## src/rtl/hline_pkg.sv

```systemverilog
package hline_pkg;
  typedef enum logic [2:0] {
    PH_IDLE  = 3'd0,
    PH_SYNC  = 3'd1,
    PH_LEAD  = 3'd2,
    PH_ACT   = 3'd3,
    PH_TRAIL = 3'd4
  } phase_t;

  localparam int LEAD_LO  = 19;
  localparam int LEAD_W   = 7;
  localparam int SIZE_LO  = 8;
  localparam int SIZE_W   = 11;
  localparam int TRAIL_LO = 0;
  localparam int TRAIL_W  = 8;
  localparam int DLY_W    = 2;
  localparam int DLY_STEP = 16;
  localparam int BLK_STEP = 8;
endpackage

```

## src/rtl/hline_cfg_latch.sv

```systemverilog
module hline_cfg_latch
  import hline_pkg::*;
#(
  parameter int CW  = 12,
  parameter int SWW = 4
) (
  input  logic           clk,
  input  logic           rst_n,
  input  logic           load,
  input  logic [31:0]    cfg_word,
  input  logic           stn_in,
  input  logic [SWW-1:0] sync_w,
  output logic           stn_q,
  output logic [CW-1:0]  len_sync,
  output logic [CW-1:0]  len_lead,
  output logic [CW-1:0]  len_act,
  output logic [CW-1:0]  len_trail
);
  logic [CW-1:0] n_sync, n_lead, n_act, n_trail;

  always_comb begin
    n_sync = CW'(sync_w) + CW'(1);
    n_act  = CW'(cfg_word[SIZE_LO +: SIZE_W]) + CW'(1);
    if (stn_in) begin
      n_lead  = (CW'(cfg_word[LEAD_LO +: DLY_W]) + CW'(1)) * CW'(DLY_STEP);
      n_trail = CW'(cfg_word[TRAIL_LO +: TRAIL_W]) * CW'(BLK_STEP);
    end else begin
      n_lead  = CW'(cfg_word[LEAD_LO +: LEAD_W]) + CW'(1);
      n_trail = CW'(cfg_word[TRAIL_LO +: TRAIL_W]) + CW'(1);
    end
  end

  always_ff @(posedge clk or negedge rst_n) begin
    if (!rst_n) begin
      stn_q     <= 1'b0;
      len_sync  <= CW'(1);
      len_lead  <= CW'(1);
      len_act   <= CW'(1);
      len_trail <= CW'(1);
    end else if (load) begin
      stn_q     <= stn_in;
      len_sync  <= n_sync;
      len_lead  <= n_lead;
      len_act   <= n_act;
      len_trail <= n_trail;
    end
  end
endmodule

```

## src/rtl/hline_seq.sv

```systemverilog
module hline_seq
  import hline_pkg::*;
#(
  parameter int CW = 12
) (
  input  logic          clk,
  input  logic          rst_n,
  input  logic          enable,
  input  logic          pix_en,
  input  logic          stn_q,
  input  logic [CW-1:0] len_sync,
  input  logic [CW-1:0] len_lead,
  input  logic [CW-1:0] len_act,
  input  logic [CW-1:0] len_trail,
  output phase_t        phase,
  output logic          load
);
  logic [CW-1:0] cnt;
  logic [CW-1:0] cur_len;
  logic          step, last, no_trail;
  phase_t        nxt;

  always_comb begin
    case (phase)
      PH_SYNC:  cur_len = len_sync;
      PH_LEAD:  cur_len = len_lead;
      PH_ACT:   cur_len = len_act;
      PH_TRAIL: cur_len = len_trail;
      default:  cur_len = CW'(1);
    endcase
  end

  assign step     = (stn_q && phase != PH_ACT) ? 1'b1 : pix_en;
  assign last     = (cnt == cur_len - CW'(1));
  assign no_trail = (len_trail == '0);

  always_comb begin
    nxt  = phase;
    load = 1'b0;
    if (!enable) begin
      nxt = PH_IDLE;
    end else if (phase == PH_IDLE) begin
      nxt  = PH_SYNC;
      load = 1'b1;
    end else if (step && last) begin
      case (phase)
        PH_SYNC: nxt = PH_LEAD;
        PH_LEAD: nxt = PH_ACT;
        PH_ACT: begin
          nxt  = no_trail ? PH_SYNC : PH_TRAIL;
          load = no_trail;
        end
        default: begin
          nxt  = PH_SYNC;
          load = 1'b1;
        end
      endcase
    end
  end

  always_ff @(posedge clk or negedge rst_n) begin
    if (!rst_n) begin
      phase <= PH_IDLE;
      cnt   <= '0;
    end else begin
      phase <= nxt;
      if (nxt != phase || !enable) cnt <= '0;
      else if (step)               cnt <= cnt + CW'(1);
    end
  end
endmodule

```

## src/rtl/hline_cfg_check.sv

```systemverilog
module hline_cfg_check
  import hline_pkg::*;
#(
  parameter int SWW = 4,
  parameter int TMW = 4
) (
  input  logic           clk,
  input  logic           rst_n,
  input  logic           stn_mode,
  input  logic [31:0]    cfg_word,
  input  logic [SWW-1:0] sync_w,
  input  logic [TMW-1:0] tmax,
  output logic           cfg_err
);
  localparam int EW = 16;
  logic [EW-1:0] overhead, budget;

  always_comb begin
    overhead = EW'(cfg_word[TRAIL_LO +: TRAIL_W]) * EW'(BLK_STEP)
             + EW'(sync_w) + EW'(1)
             + (EW'(cfg_word[LEAD_LO +: DLY_W]) + EW'(1)) * EW'(DLY_STEP);
    budget   = EW'(14) + EW'(12) * EW'(tmax);
  end

  always_ff @(posedge clk or negedge rst_n) begin
    if (!rst_n) cfg_err <= 1'b0;
    else        cfg_err <= stn_mode && (overhead <= budget);
  end
endmodule

```

## src/rtl/hline_timing_gen.sv

```systemverilog
module hline_timing_gen
  import hline_pkg::*;
#(
  parameter int SWW = 4,
  parameter int TMW = 4
) (
  input  logic           clk,
  input  logic           rst_n,
  input  logic           enable,
  input  logic           stn_mode,
  input  logic [31:0]    cfg_word,
  input  logic [SWW-1:0] sync_w,
  input  logic [TMW-1:0] tmax,
  input  logic           pix_en,
  output logic           line_sync_n,
  output logic           active,
  output logic           shift_gate,
  output logic           cfg_err
);
  localparam int CW = SIZE_W + 1;

  logic          load, stn_q;
  logic [CW-1:0] len_sync, len_lead, len_act, len_trail;
  phase_t        phase;

  hline_cfg_latch #(.CW(CW), .SWW(SWW)) u_latch (
    .clk(clk), .rst_n(rst_n), .load(load), .cfg_word(cfg_word),
    .stn_in(stn_mode), .sync_w(sync_w), .stn_q(stn_q),
    .len_sync(len_sync), .len_lead(len_lead), .len_act(len_act),
    .len_trail(len_trail)
  );

  hline_seq #(.CW(CW)) u_seq (
    .clk(clk), .rst_n(rst_n), .enable(enable), .pix_en(pix_en),
    .stn_q(stn_q), .len_sync(len_sync), .len_lead(len_lead),
    .len_act(len_act), .len_trail(len_trail), .phase(phase), .load(load)
  );

  hline_cfg_check #(.SWW(SWW), .TMW(TMW)) u_check (
    .clk(clk), .rst_n(rst_n), .stn_mode(stn_mode), .cfg_word(cfg_word),
    .sync_w(sync_w), .tmax(tmax), .cfg_err(cfg_err)
  );

  assign line_sync_n = (phase != PH_SYNC);
  assign active      = (phase == PH_ACT);
  assign shift_gate  = (phase != PH_IDLE) && (!stn_q || phase == PH_ACT);
endmodule

```

## config.mk

```make
export PLATFORM = sky130hd
export DESIGN_NAME = hline_timing_gen
export DESIGN_NICKNAME = d
export VERILOG_FILES = /design/src/rtl/hline_pkg.sv /design/src/rtl/hline_cfg_latch.sv /design/src/rtl/hline_seq.sv /design/src/rtl/hline_cfg_check.sv /design/src/rtl/hline_timing_gen.sv
export SDC_FILE = /design/constraint.sdc
export NUM_CORES = 1
export LEC_CHECK = 0
export ABC_AREA = 1
export BUFFER_PORTS_ARGS = -buffer_cell sky130_fd_sc_hd__buf_2
export CORE_ASPECT_RATIO = 1.5
export CORE_MARGIN = 4
export CORE_UTILIZATION = 50
export DETAILED_ROUTE_END_ITERATION = 8
export PLACE_DENSITY_LB_ADDON = 0.15
export SLEW_MARGIN = 10
export SYNTH_ARGS = -nofsm -noshare
export SYNTH_HDL_FRONTEND = slang
export SYNTH_SLANG_ARGS = --single-unit
export TNS_END_PERCENT = 20
```

## constraint.sdc

```tcl
create_clock -name clk -period 4.5 [get_ports clk]
set_input_delay 1.35 -clock clk [delete_from_list [all_inputs] [get_ports clk]]
set_output_delay 1.35 -clock clk [all_outputs]
set_load 0.1 [all_outputs]
```

==> impl_metrics.yaml, run 1 <==
power_and_ir_drop:
  ir_drop_mv: 0.2421
  power_density_nw_per_um2: 326.5
  switchingPower_mw: 0.6468
  switching_share: 0.3835
  p_leak_nw: 2.533
  p_int_mw: 1.040
  p_clk_frac: 0.259
  power_frac_seq: 0.365
  finalPower_mw: 1.687
  combPwrFrac: 0.376
setup_path:
  cp_num_buf_inv: 2
  max_stage_delay_ns: 0.34
  cp_max_fo: 3
  reg2reg_from: "u_seq.phase[1]$_DFF_PN0_"
  path_class: "primary input to register"
  crit_family: "compound AO/OA/AOI/OAI gates"
  slowest_stage: "o31ai_1"
  rrSetupSlack_ns: 0.45
  path_cells: "buf_2 -> ha_1 -> ha_1 -> ha_1 -> inv_1 -> o31ai_1 -> nand2_1 -> a21oi_1 -> or2_2 -> xnor2_1 -> ha_1 -> nand2_1 -> nor2_1 -> nand2_1 -> o211ai_1 -> a21o_1 -> a221o_1 -> a21oi_1"
  crit_top_cell: "ha_1"
  r2r-end: "u_latch.len_act[10]$_DFFE_PN0P_"
  cp.arrival_ns: 4.35
  reg2regPathDepth: 21
  worstPathRequired_ns: 4.72
  crit_cells: 18
  critPathLaunchType: "primary input"
  cp-end-kind: "register"
floorplan:
  floorplan.initialDensity: 0.5142
  pin_count: 49
  fp.dieW_um: 87.88
  dieArea_um2: 11230
  rows: 43
  core-area_um2: 9308
  die_y_um: 127.8
drt:
  first_pass_iters: 4
  vias_per_cell: 5.359
  wl_per_cell_um: 14.29
  ant_nets: 0
  drc_errors: 0
  vias: 4228
  routed_wl_um: 11280
  drt_iter0_drc: 162
cells_and_area:
  instances_no_fill: 789
  final_cell_area_um2: 5166
  layout-drive-gt1-share: 0.2038
  layout.nets: 746
  area_growth_pct: 7.948
  nFillCells: 911
  fin_util: 0.5550
  antenna_cells: 0
run:
  cap_violations: 0
logic_synthesis:
  yosys-top-cells-count: "nand2_1 (160), inv_1 (71), nand3_1 (57)"
  yosysMostFrequentCell: "nand2_1"
  yosysWarnings: 0
  synth_area_leader_cell: "dfrtp_1"
  syn_nets: 714
  synth_top_area_frac: 0.2562
  synth_edf_count: 0
  yosysSeqAreaShare: 0.2782
  synth_ff_type: "dfrtp_1"
  yosysUniqueCellTypes: 48
  synthCells: 644
  yosys-top-cells-area: "dfrtp_1 (26%), nand2_1 (13%), ha_1 (6.3%)"
  netlist_area_um2: 4786
  ys_async_sr_fraction: 1.000
  ys_ff_latch: 53
  synth_area_per_cell_um2: 7.431
clock_network:
  htree_levels: 2
  clkTransAtPathRegs_ns: 0.07
  clk_path_buf_depth: 2
  clk_latency_ns: 0.29
  cts_tree: "yes"
  cts-root-buf: "clkbuf_16"
  cts_resized: 0
  cts_setup_buffers: 0
  postCtsHoldBufs: 0
  clkSinkCount: 53
  cts_buffers: 5
hold_path:
  worstHoldPathCells: 2
  worstHoldPathType: "register to register"
  hold_end: "u_latch.len_act[1]$_DFFE_PN0P_"
  hold_start: "u_latch.len_act[1]$_DFFE_PN0P_"
sta:
  final-hold-violation-count: 0
  tns_ns: 0
  rsz0062_at_grt: "no"
  maxSlewHeadroom: 0.5623
  setup_violations: 0
  fmax_mhz: 242.2
  fin_ws_ns: 0.3707
  hold_ws_ns: 0.4712
  finalCriticalPeriod_ns: 4.129
  maxSlewViolCount: 0
  finClkSkew_ns: 0.005150
  worst_slew_pin_slew_ns: 0.6566
  fin_crit_sh: 0.9176
global_route:
  grt_util_all_layers: 0.2088
  antenna_found_initial: 0
  grt_start_max_net_pins: 60
  grt.overflow.total: 0
  grt_pass1_vias: 4137
  grt_pass1_wl_um: 18670
place:
  gp_congestion: 0.9198
  pre_cts_ws_ns: 0.06072
  place_inst: 781
  place_area_um2: 5002
  port_buffers: 42
  dp_hpwl_um: 9274
run_status:
  outcome: "finished clean"
==> per-layer routing <==
metal,share of wire,GRT usage,vias to the layer above
met3,0.017,0.01865,26
met4,0.035,0.09304,0
met5,0,0,-
met2,0.55,0.3930,67
met1,0.40,0.2301,1956
li1,-,-,2179
==> power by group through the flow <==
stage / logic, mW / clock network [mW] / registers, mW
after floorplan: 0.514 / 0 / 0.599
after global placement: 0.618 / 0 / 0.621
after detailed placement: 0.635 / 0 / 0.623
after CTS: 0.637 / 0.448 / 0.614
after global routing: 0.714 / 0.465 / 0.624
final: 0.635 / 0.437 / 0.615
==> worst reg2reg max path, stage by stage (launching register included) <==
cell and delay [ns]:
dfrtp_1 0.76, inv_2 0.22, nand4_1 0.12, nand2_1 0.09, nor2_2 0.18, nand2_2 0.11, inv_2 0.11, ha_1 0.32
inv_1 0.08, nor2_1 0.11, nand2_1 0.05, nor2_1 0.17, nand3_1 0.11, nand3_1 0.13, nand2_1 0.08, nor2_2 0.15
o2111ai_2 0.22, o21ai_4 0.31, nand2_4 0.18, buf_12 0.23, nand2_1 0.15, o21ai_2 0.05
==> state kept, by name (all words and copies together) (netlist names) <==
signal,flops
u_latch.len_sync,5
u_latch.stn_q,1
u_latch.len_lead,8
u_latch.len_act,12
u_seq.cnt,12
u_latch.len_trail,11
u_check.cfg_err,1
u_seq.phase,3
==> kinds of logic (layout without fill, tap and decap cells) <==
family / count (synthesis) / after routing / share of synthesized area
AOI/OAI and AO/OA: 78 / 78 / 0.1203
and+or+nand+nor: 338 / 338 / 0.3422
muxes: 2 / 2 / 0.004183
xor gates and xnor gates: 48 / 48 / 0.08784
buffers and inverters: 100 / 133 / 0.1004
DFF: 53 / 53 / 0.2782
adders and majority gates: 25 / 25 / 0.06693
==> worst max-delay path by stage <==
| stage | start | endpoint | slack, ns |
|---|---|---|---|
| after global placement | cfg_word[0] | u_check.cfg_err$_DFF_PN0_ | 0.14 |
| final | cfg_word[0] | u_check.cfg_err$_DFF_PN0_ | 0.37 |
| after global routing | u_seq.phase[1]$_DFF_PN0_ | u_latch.len_trail[2]$_DFFE_PN0P_ | 0.11 |
| after floorplan | cfg_word[0] | u_check.cfg_err$_DFF_PN0_ | 0.44 |
| after CTS | cfg_word[0] | u_check.cfg_err$_DFF_PN0_ | 0.36 |
| after detailed placement | cfg_word[0] | u_check.cfg_err$_DFF_PN0_ | 0.06 |
==> cell type report <==
cell class / count / area (um^2) / share of cell area
Clock buffer: 6 / 128.9 / 0.02495
Timing Repair Buffer: 48 / 267.8 / 0.05183
Sequential cell: 53 / 1331 / 0.2577
Multi-Input combinational cell: 491 / 2974 / 0.5757
Tap cell: 112 / 140.1 / 0.02713
Clock inverter: 2 / 35.03 / 0.006781
Inverter: 77 / 289.0 / 0.05595
==> cell usage in the layout (no fill, tap or decap), types with 2 or more instances in the layout <==
master / synthesis / final
a21oi_1: 17 / 17
buf_2: 3 / 42
buf_4: 3 / 5
clkbuf_16: 0 / 5
dfrtp_1: 49 / 49
dfstp_2: 4 / 4
ha_1: 24 / 24
inv_1: 71 / 71
inv_2: 5 / 5
mux2i_1: 2 / 2
nand2_1: 160 / 160
nand2_2: 3 / 3
nand3_1: 57 / 57
nand3_2: 5 / 5
nand3b_1: 2 / 2
nand4_1: 27 / 27
nor2_1: 36 / 36
nor2_2: 9 / 9
nor2_4: 7 / 7
nor3_1: 12 / 12
nor3_2: 10 / 10
nor4_1: 4 / 4
o211ai_1: 3 / 3
o21ai_0: 11 / 11
o21ai_1: 2 / 2
o21ai_2: 33 / 33
or2_2: 3 / 3
xnor2_1: 14 / 14
xor2_1: 34 / 34
(Power assumes the default switching activity.)
==> run 2: changes to the inputs <==
--- a/config.mk
+++ b/config.mk
@@ -10,6 +10,7 @@
 export CORE_ASPECT_RATIO = 1.5
 export CORE_MARGIN = 4
 export CORE_UTILIZATION = 50
+export CTS_CLUSTER_SIZE = 10
 export DETAILED_ROUTE_END_ITERATION = 8
 export PLACE_DENSITY_LB_ADDON = 0.15
 export SLEW_MARGIN = 10
==> constraint.sdc (replaced) <==
create_clock -name clk -period 4.2 [get_ports clk]
set_input_delay 1.26 -clock clk [delete_from_list [all_inputs] [get_ports clk]]
set_output_delay 1.26 -clock clk [all_outputs]
set_load 0.1 [all_outputs]
==> run 2 against run 1 <==
  * Register-to-register slack gained 0.02 ns
  * Total power up 4.8%
  * Final area grew 0.82%
  * Critical path depth stayed put
  * Combinational power grew 8.8%
  * Non-clock buffer count is 7 higher
  * Largest power group unchanged
==> impl_metrics.yaml, run 2 (same netlist as run 1, synthesis figures left out) <==
cells_and_area:
  final_cell_area_um2: 5209
  area_growth_pct: 8.837
  layout-drive-gt1-share: 0.2178
  instances_no_fill: 796
  final_common_cell: "nand2_1"
  final_cell_mix: "nand2_1 (160), inv_1 (71), nand3_1 (57)"
  antenna_cells: 0
  layout.nets: 753
  fin_util: 0.5596
  reg.largest.list: "u_latch.len_act (12), u_seq.cnt (12), u_latch.len_trail (11)"
  nFillCells: 922
floorplan:
  fp.dieW_um: 87.88
  core-area_um2: 9308
  floorplan.initialDensity: 0.5142
  rows: 43
  die_y_um: 127.8
  pin_count: 49
  dieArea_um2: 11230
drt:
  first_pass_iters: 6
  ant_nets: 0
  vias: 4247
  drc_errors: 0
  vias_per_cell: 5.335
  wl_per_cell_um: 14.29
  routed_wl_um: 11380
  drt_iter0_drc: 210
setup_path:
  cp_num_buf_inv: 2
  cp_max_fo: 2
  slowest_stage: "ha_1"
  crit_top_cell: "ha_1"
  path_cells: "buf_2 -> ha_1 -> ha_1 -> ha_1 -> inv_1 -> o31ai_2 -> nand2_1 -> a21oi_1 -> or2_2 -> xnor2_1 -> ha_1 -> nand2_1 -> nor2_1 -> nand2_1 -> o211ai_1 -> a21o_1 -> a221o_1 -> a21oi_1"
  critPathLaunchType: "primary input"
  crit_family: "adder cells"
  max_stage_delay_ns: 0.32
  worstPathRequired_ns: 4.42
  path_class: "primary input to register"
  cp.arrival_ns: 4.11
  cp-end-kind: "register"
clock_network:
  cts-root-buf: "clkbuf_16"
  htree_levels: 2
  cts_tree: "yes"
  clk_latency_ns: 0.30
  cts_buffers: 5
  clkTransAtPathRegs_ns: 0.07
  clkSinkCount: 53
  cts_setup_buffers: 0
  clk_path_buf_depth: 2
run:
  cap_violations: 0
sta:
  maxSlewHeadroom: 0.3390
  fin_ws_ns: 0.3113
  finClkSkew_ns: 0.005089
  hold_ws_ns: 0.4773
  fin_crit_sh: 0.9259
  finalCriticalPeriod_ns: 3.889
  final-hold-violation-count: 0
  rsz0062_at_grt: "no"
  setup_violations: 0
  fmax_mhz: 257.2
  tns_ns: 0
  worst_slew_pin_slew_ns: 0.9915
  maxSlewViolCount: 0
global_route:
  grt_pass1_vias: 4184
  grt.overflow.total: 0
  grt_pass1_wl_um: 19050
  grt_start_max_net_pins: 44
  antenna_found_initial: 0
  grt_util_all_layers: 0.2117
place:
  pre_cts_ws_ns: -0.01436
  port_buffers: 42
  dp_hpwl_um: 9351
  place_inst: 788
  gp_congestion: 0.8909
  place_area_um2: 5055
hold_path:
  worstHoldPathType: "register to register"
run_status:
  outcome: "finished clean"
power_and_ir_drop:
  power_density_nw_per_um2: 339.3
  finalPower_mw: 1.767
  ir_drop_mv: 0.2045
  p_leak_nw: 2.555
## run 2: area by class of cell
| type | instances | area (um^2) | share of cell area |
|---|---|---|---|
| inverters | 77 | 289.0 | 0.05549 |
| multi-input cells | 491 | 2979 | 0.5719 |
| clock inverters | 3 | 21.27 | 0.004084 |
| flip-flops and latches | 53 | 1334 | 0.2561 |
| clock buffers | 5 | 125.1 | 0.02402 |
| well taps | 112 | 140.1 | 0.02690 |
| repair buffers | 55 | 320.3 | 0.06149 |
## run 2: final timing paths
check | cells after the start | start | to | slack [ns]
max in group asynchronous | 2 | rst_n | u_latch.len_sync[0]$_DFFE_PN1P_ | 2.26
setup / recovery | 18 | cfg_word[0] | u_check.cfg_err$_DFF_PN0_ | 0.31
min in group asynchronous | 1 | rst_n | u_seq.cnt[0]$_DFFE_PN0P_ | 1.12
hold / removal | 2 | u_latch.len_act[1]$_DFFE_PN0P_ | u_latch.len_act[1]$_DFFE_PN0P_ | 0.48
hold reg to reg | 2 | u_latch.len_act[1]$_DFFE_PN0P_ | u_latch.len_act[1]$_DFFE_PN0P_ | 0.48
setup reg to reg | 20 | u_seq.phase[2]$_DFF_PN0_ | u_seq.cnt[1]$_DFFE_PN0P_ | 0.47
## run 2: worst register-to-register path, stage by stage (launching register included)
cell and delay [ns]:
dfrtp_1 0.39, inv_2 0.31, nand3_2 0.27, nand4_1 0.26, nand2_2 0.12, inv_2 0.11
ha_1 0.25, inv_1 0.06, nor2_1 0.11, nand2_1 0.06, nor2_1 0.17, nand3_1 0.10
nand3_1 0.13, nand3_1 0.13, nor2_2 0.15, nand3_1 0.16, a21oi_2 0.18, nand2_1 0.08
nand2_1 0.08, nand3_2 0.29, nor3_1 0.24
## run 2: layer usage
layer | GRT usage | routed length (um) | vias to the layer above
met2 | 0.4045 | 6370 | 67
met4 | 0.08582 | 338 | 0
met3 | 0.01865 | 238 | 19
met5 | 0 | 0 | -
li1 | - | - | 2192
met1 | 0.2317 | 4429 | 1969
## run 2: report_power, final
group          leakage, nW  switching, mW  internal, mW  total (mW)
combinational         1.81          0.440         0.252       0.691
sequential           0.676         0.0693         0.593       0.663
clock               0.0702          0.191         0.222       0.413
total                 2.55          0.700          1.07        1.77
## run 2: repair_timing
item	CTS	global route
resized for setup	0	3
endpoints found under the hold margin	0	0
hold buffers	0	0
endpoints found under the setup margin	0	13
==> run 3: changes to the inputs <==
==> constraint.sdc (replaced) <==
create_clock -name clk -period 4.8 [get_ports clk]
set_input_delay 1.44 -clock clk [delete_from_list [all_inputs] [get_ports clk]]
set_output_delay 1.44 -clock clk [all_outputs]
set_load 0.1 [all_outputs]
==> run 3 against run 2 <==
  * Flip-flop and latch count stayed put
  * Wire length is 0.11% higher
  * Total power is 13% lower
  * Non-clock buffer count is 9 lower
  * Worst hold slack better by 0.0092 ns
  * Combinational power is 14% lower
  * Sequential share of layout area is 0.29 points higher
  * Largest power group unchanged
  * Clock skew is 0.0021 ns higher
  * Largest cell class unchanged
  * Final cell count is 1.1% lower
  * Setup slack better by 0.16 ns
  * Sequential power is 13% lower
==> impl_metrics.yaml, run 3 (same netlist as run 1, synthesis figures left out) <==
clock_network:
  cts_resized: 0
  cts_tree: "yes"
  htree_levels: 2
  clk_path_buf_depth: 2
  clkTransAtPathRegs_ns: 0.07
  clk_latency_ns: 0.30
  cts_setup_buffers: 0
  clkSinkCount: 53
  cts-root-buf: "clkbuf_16"
  cts_buffers: 5
  postCtsHoldBufs: 0
floorplan:
  core-area_um2: 9308
  dieArea_um2: 11230
  rows: 43
  die_y_um: 127.8
  fp.dieW_um: 87.88
  floorplan.initialDensity: 0.5142
  pin_count: 49
setup_path:
  cp.arrival_ns: 4.55
  path_class: "primary input to register"
  reg2reg_from: "u_seq.phase[1]$_DFF_PN0_"
  critPathLaunchType: "primary input"
  worstPathRequired_ns: 5.02
  cp_max_fo: 3
  reg2regPathDepth: 20
  r2r-end: "u_seq.cnt[1]$_DFFE_PN0P_"
  cp-end-kind: "register"
  rrSetupSlack_ns: 0.63
drt:
  wl_per_cell_um: 14.47
  wl_met2_um: 6169
  wl_met1_um: 4571
  top_layer_used: "met4"
  routed_wl_um: 11390
  dr_wl_met3_um: 284
  ant_nets: 0
  drc_errors: 0
  vias: 4273
  drt_iter0_drc: 159
  vias_per_cell: 5.429
  first_pass_iters: 4
cells_and_area:
  antenna_cells: 0
  final_common_cell: "nand2_1"
  reg.largest.list: "u_latch.len_act (12), u_seq.cnt (12), u_latch.len_trail (11)"
  layout.nets: 744
  layout-drive-gt1-share: 0.2030
  nFillCells: 909
  fin_util: 0.5522
  area_growth_pct: 7.399
  final_cell_mix: "nand2_1 (160), inv_1 (71), nand3_1 (57)"
sta:
  final-hold-violation-count: 0
  maxSlewViolCount: 0
  fmax_mhz: 231.0
  finalCriticalPeriod_ns: 4.328
  tns_ns: 0
  fin_crit_sh: 0.9017
  fin_ws_ns: 0.4719
  maxSlewHeadroom: 0.4964
  finClkSkew_ns: 0.007172
  setup_violations: 0
  hold_ws_ns: 0.4864
  rsz0062_at_grt: "no"
  worst_slew_pin_slew_ns: 0.7555
global_route:
  grt_util_all_layers: 0.2157
  grt_pass1_wl_um: 19340
  grt_start_max_net_pins: 60
  grt_pass1_vias: 4238
  antenna_found_initial: 0
  grt.overflow.total: 0
place:
  dp_hpwl_um: 9245
  gp_congestion: 0.9096
  pre_cts_ws_ns: 0.1935
  port_buffers: 42
power_and_ir_drop:
  finalPower_mw: 1.546
  p_leak_nw: 2.519
  power_density_nw_per_um2: 300.8
  ir_drop_mv: 0.2028
hold_path:
  worstHoldPathCells: 2
  worstHoldPathType: "register to register"
  hold_start: "u_latch.len_lead[0]$_DFFE_PN1P_"
  hold_end: "u_latch.len_lead[0]$_DFFE_PN1P_"
run_status:
  outcome: "finished clean"
run:
  cap_violations: 0
-- run 3: cell count changes in the layout (fill, tap and decap cells not counted) --
| cell | delta |
|---|---|
| dfrtp_1 | +2 |
| dfrtp_2 | -2 |
| clkinvlp_4 | -1 |
| o31ai_1 | +1 |
| inv_6 | -1 |
| clkinv_4 | +1 |
| buf_4 | -9 |
| clkbuf_8 | +1 |
| o31ai_2 | -1 |
-- run 3: final cells by class --
cell class              count  area, um^2  share of cell area
flip-flops and latches     53        1331              0.2590
inverters                  77       289.0             0.05623
repair buffers             46       252.7             0.04917
clock buffers               6       138.9             0.02702
well taps                 112       140.1             0.02726
multi-input cells         491        2974              0.5786
clock inverters             2       13.76            0.002678
-- run 3: worst max-delay path by stage --
stage                 from                   endpoint  slack (ns)  cells past startpoint
2_1_floorplan  cfg_word[0]  u_check.cfg_err$_DFF_PN0_        0.65                     17
3_3_place_gp   cfg_word[0]  u_check.cfg_err$_DFF_PN0_        0.33                     18
3_5_place_dp   cfg_word[0]  u_check.cfg_err$_DFF_PN0_        0.19                     18
4_1_cts        cfg_word[0]  u_check.cfg_err$_DFF_PN0_        0.48                     18
5_1_grt        cfg_word[0]  u_check.cfg_err$_DFF_PN0_        0.23                     18
6_report       cfg_word[0]  u_check.cfg_err$_DFF_PN0_        0.47                     18
-- run 3: worst max-delay path, cell delays in order --
cell      delay (ns)
buf_2           0.12
ha_1            0.21
ha_1            0.31
ha_1            0.30
inv_1           0.06
o31ai_1         0.38
nand2_1         0.09
a21oi_1         0.19
or2_2           0.16
xnor2_1         0.14
ha_1            0.28
nand2_1         0.09
nor2_1          0.06
nand2_1         0.07
o211ai_1        0.08
a21o_1          0.17
a221o_1         0.31
a21oi_1         0.11
-- run 3: per-layer routing --
| layer | vias up | global-route usage |
|---|---|---|
| li1 | 2183 | - |
| met1 | 1987 | 0.2460 |
| met2 | 79 | 0.4032 |
| met3 | 24 | 0.02058 |
| met4 | 0 | 0.08130 |
| met5 | - | 0 |
-- run 3: metrics by stage --
step	cell area, um^2	instances
2_1_floorplan	4786	644
3_3_place_gp	4987	779
3_5_place_dp	4987	779
4_1_cts	5140	787
5_1_grt	5140	787
6_report	5140	787
-- run 3: report_power, final --
group	internal, mW	switching [mW]	leakage [nW]	total (mW)
clock network	0.208	0.166	0.0768	0.374
logic	0.209	0.388	1.76	0.596
registers	0.519	0.0575	0.679	0.576
total	0.935	0.611	2.52	1.55
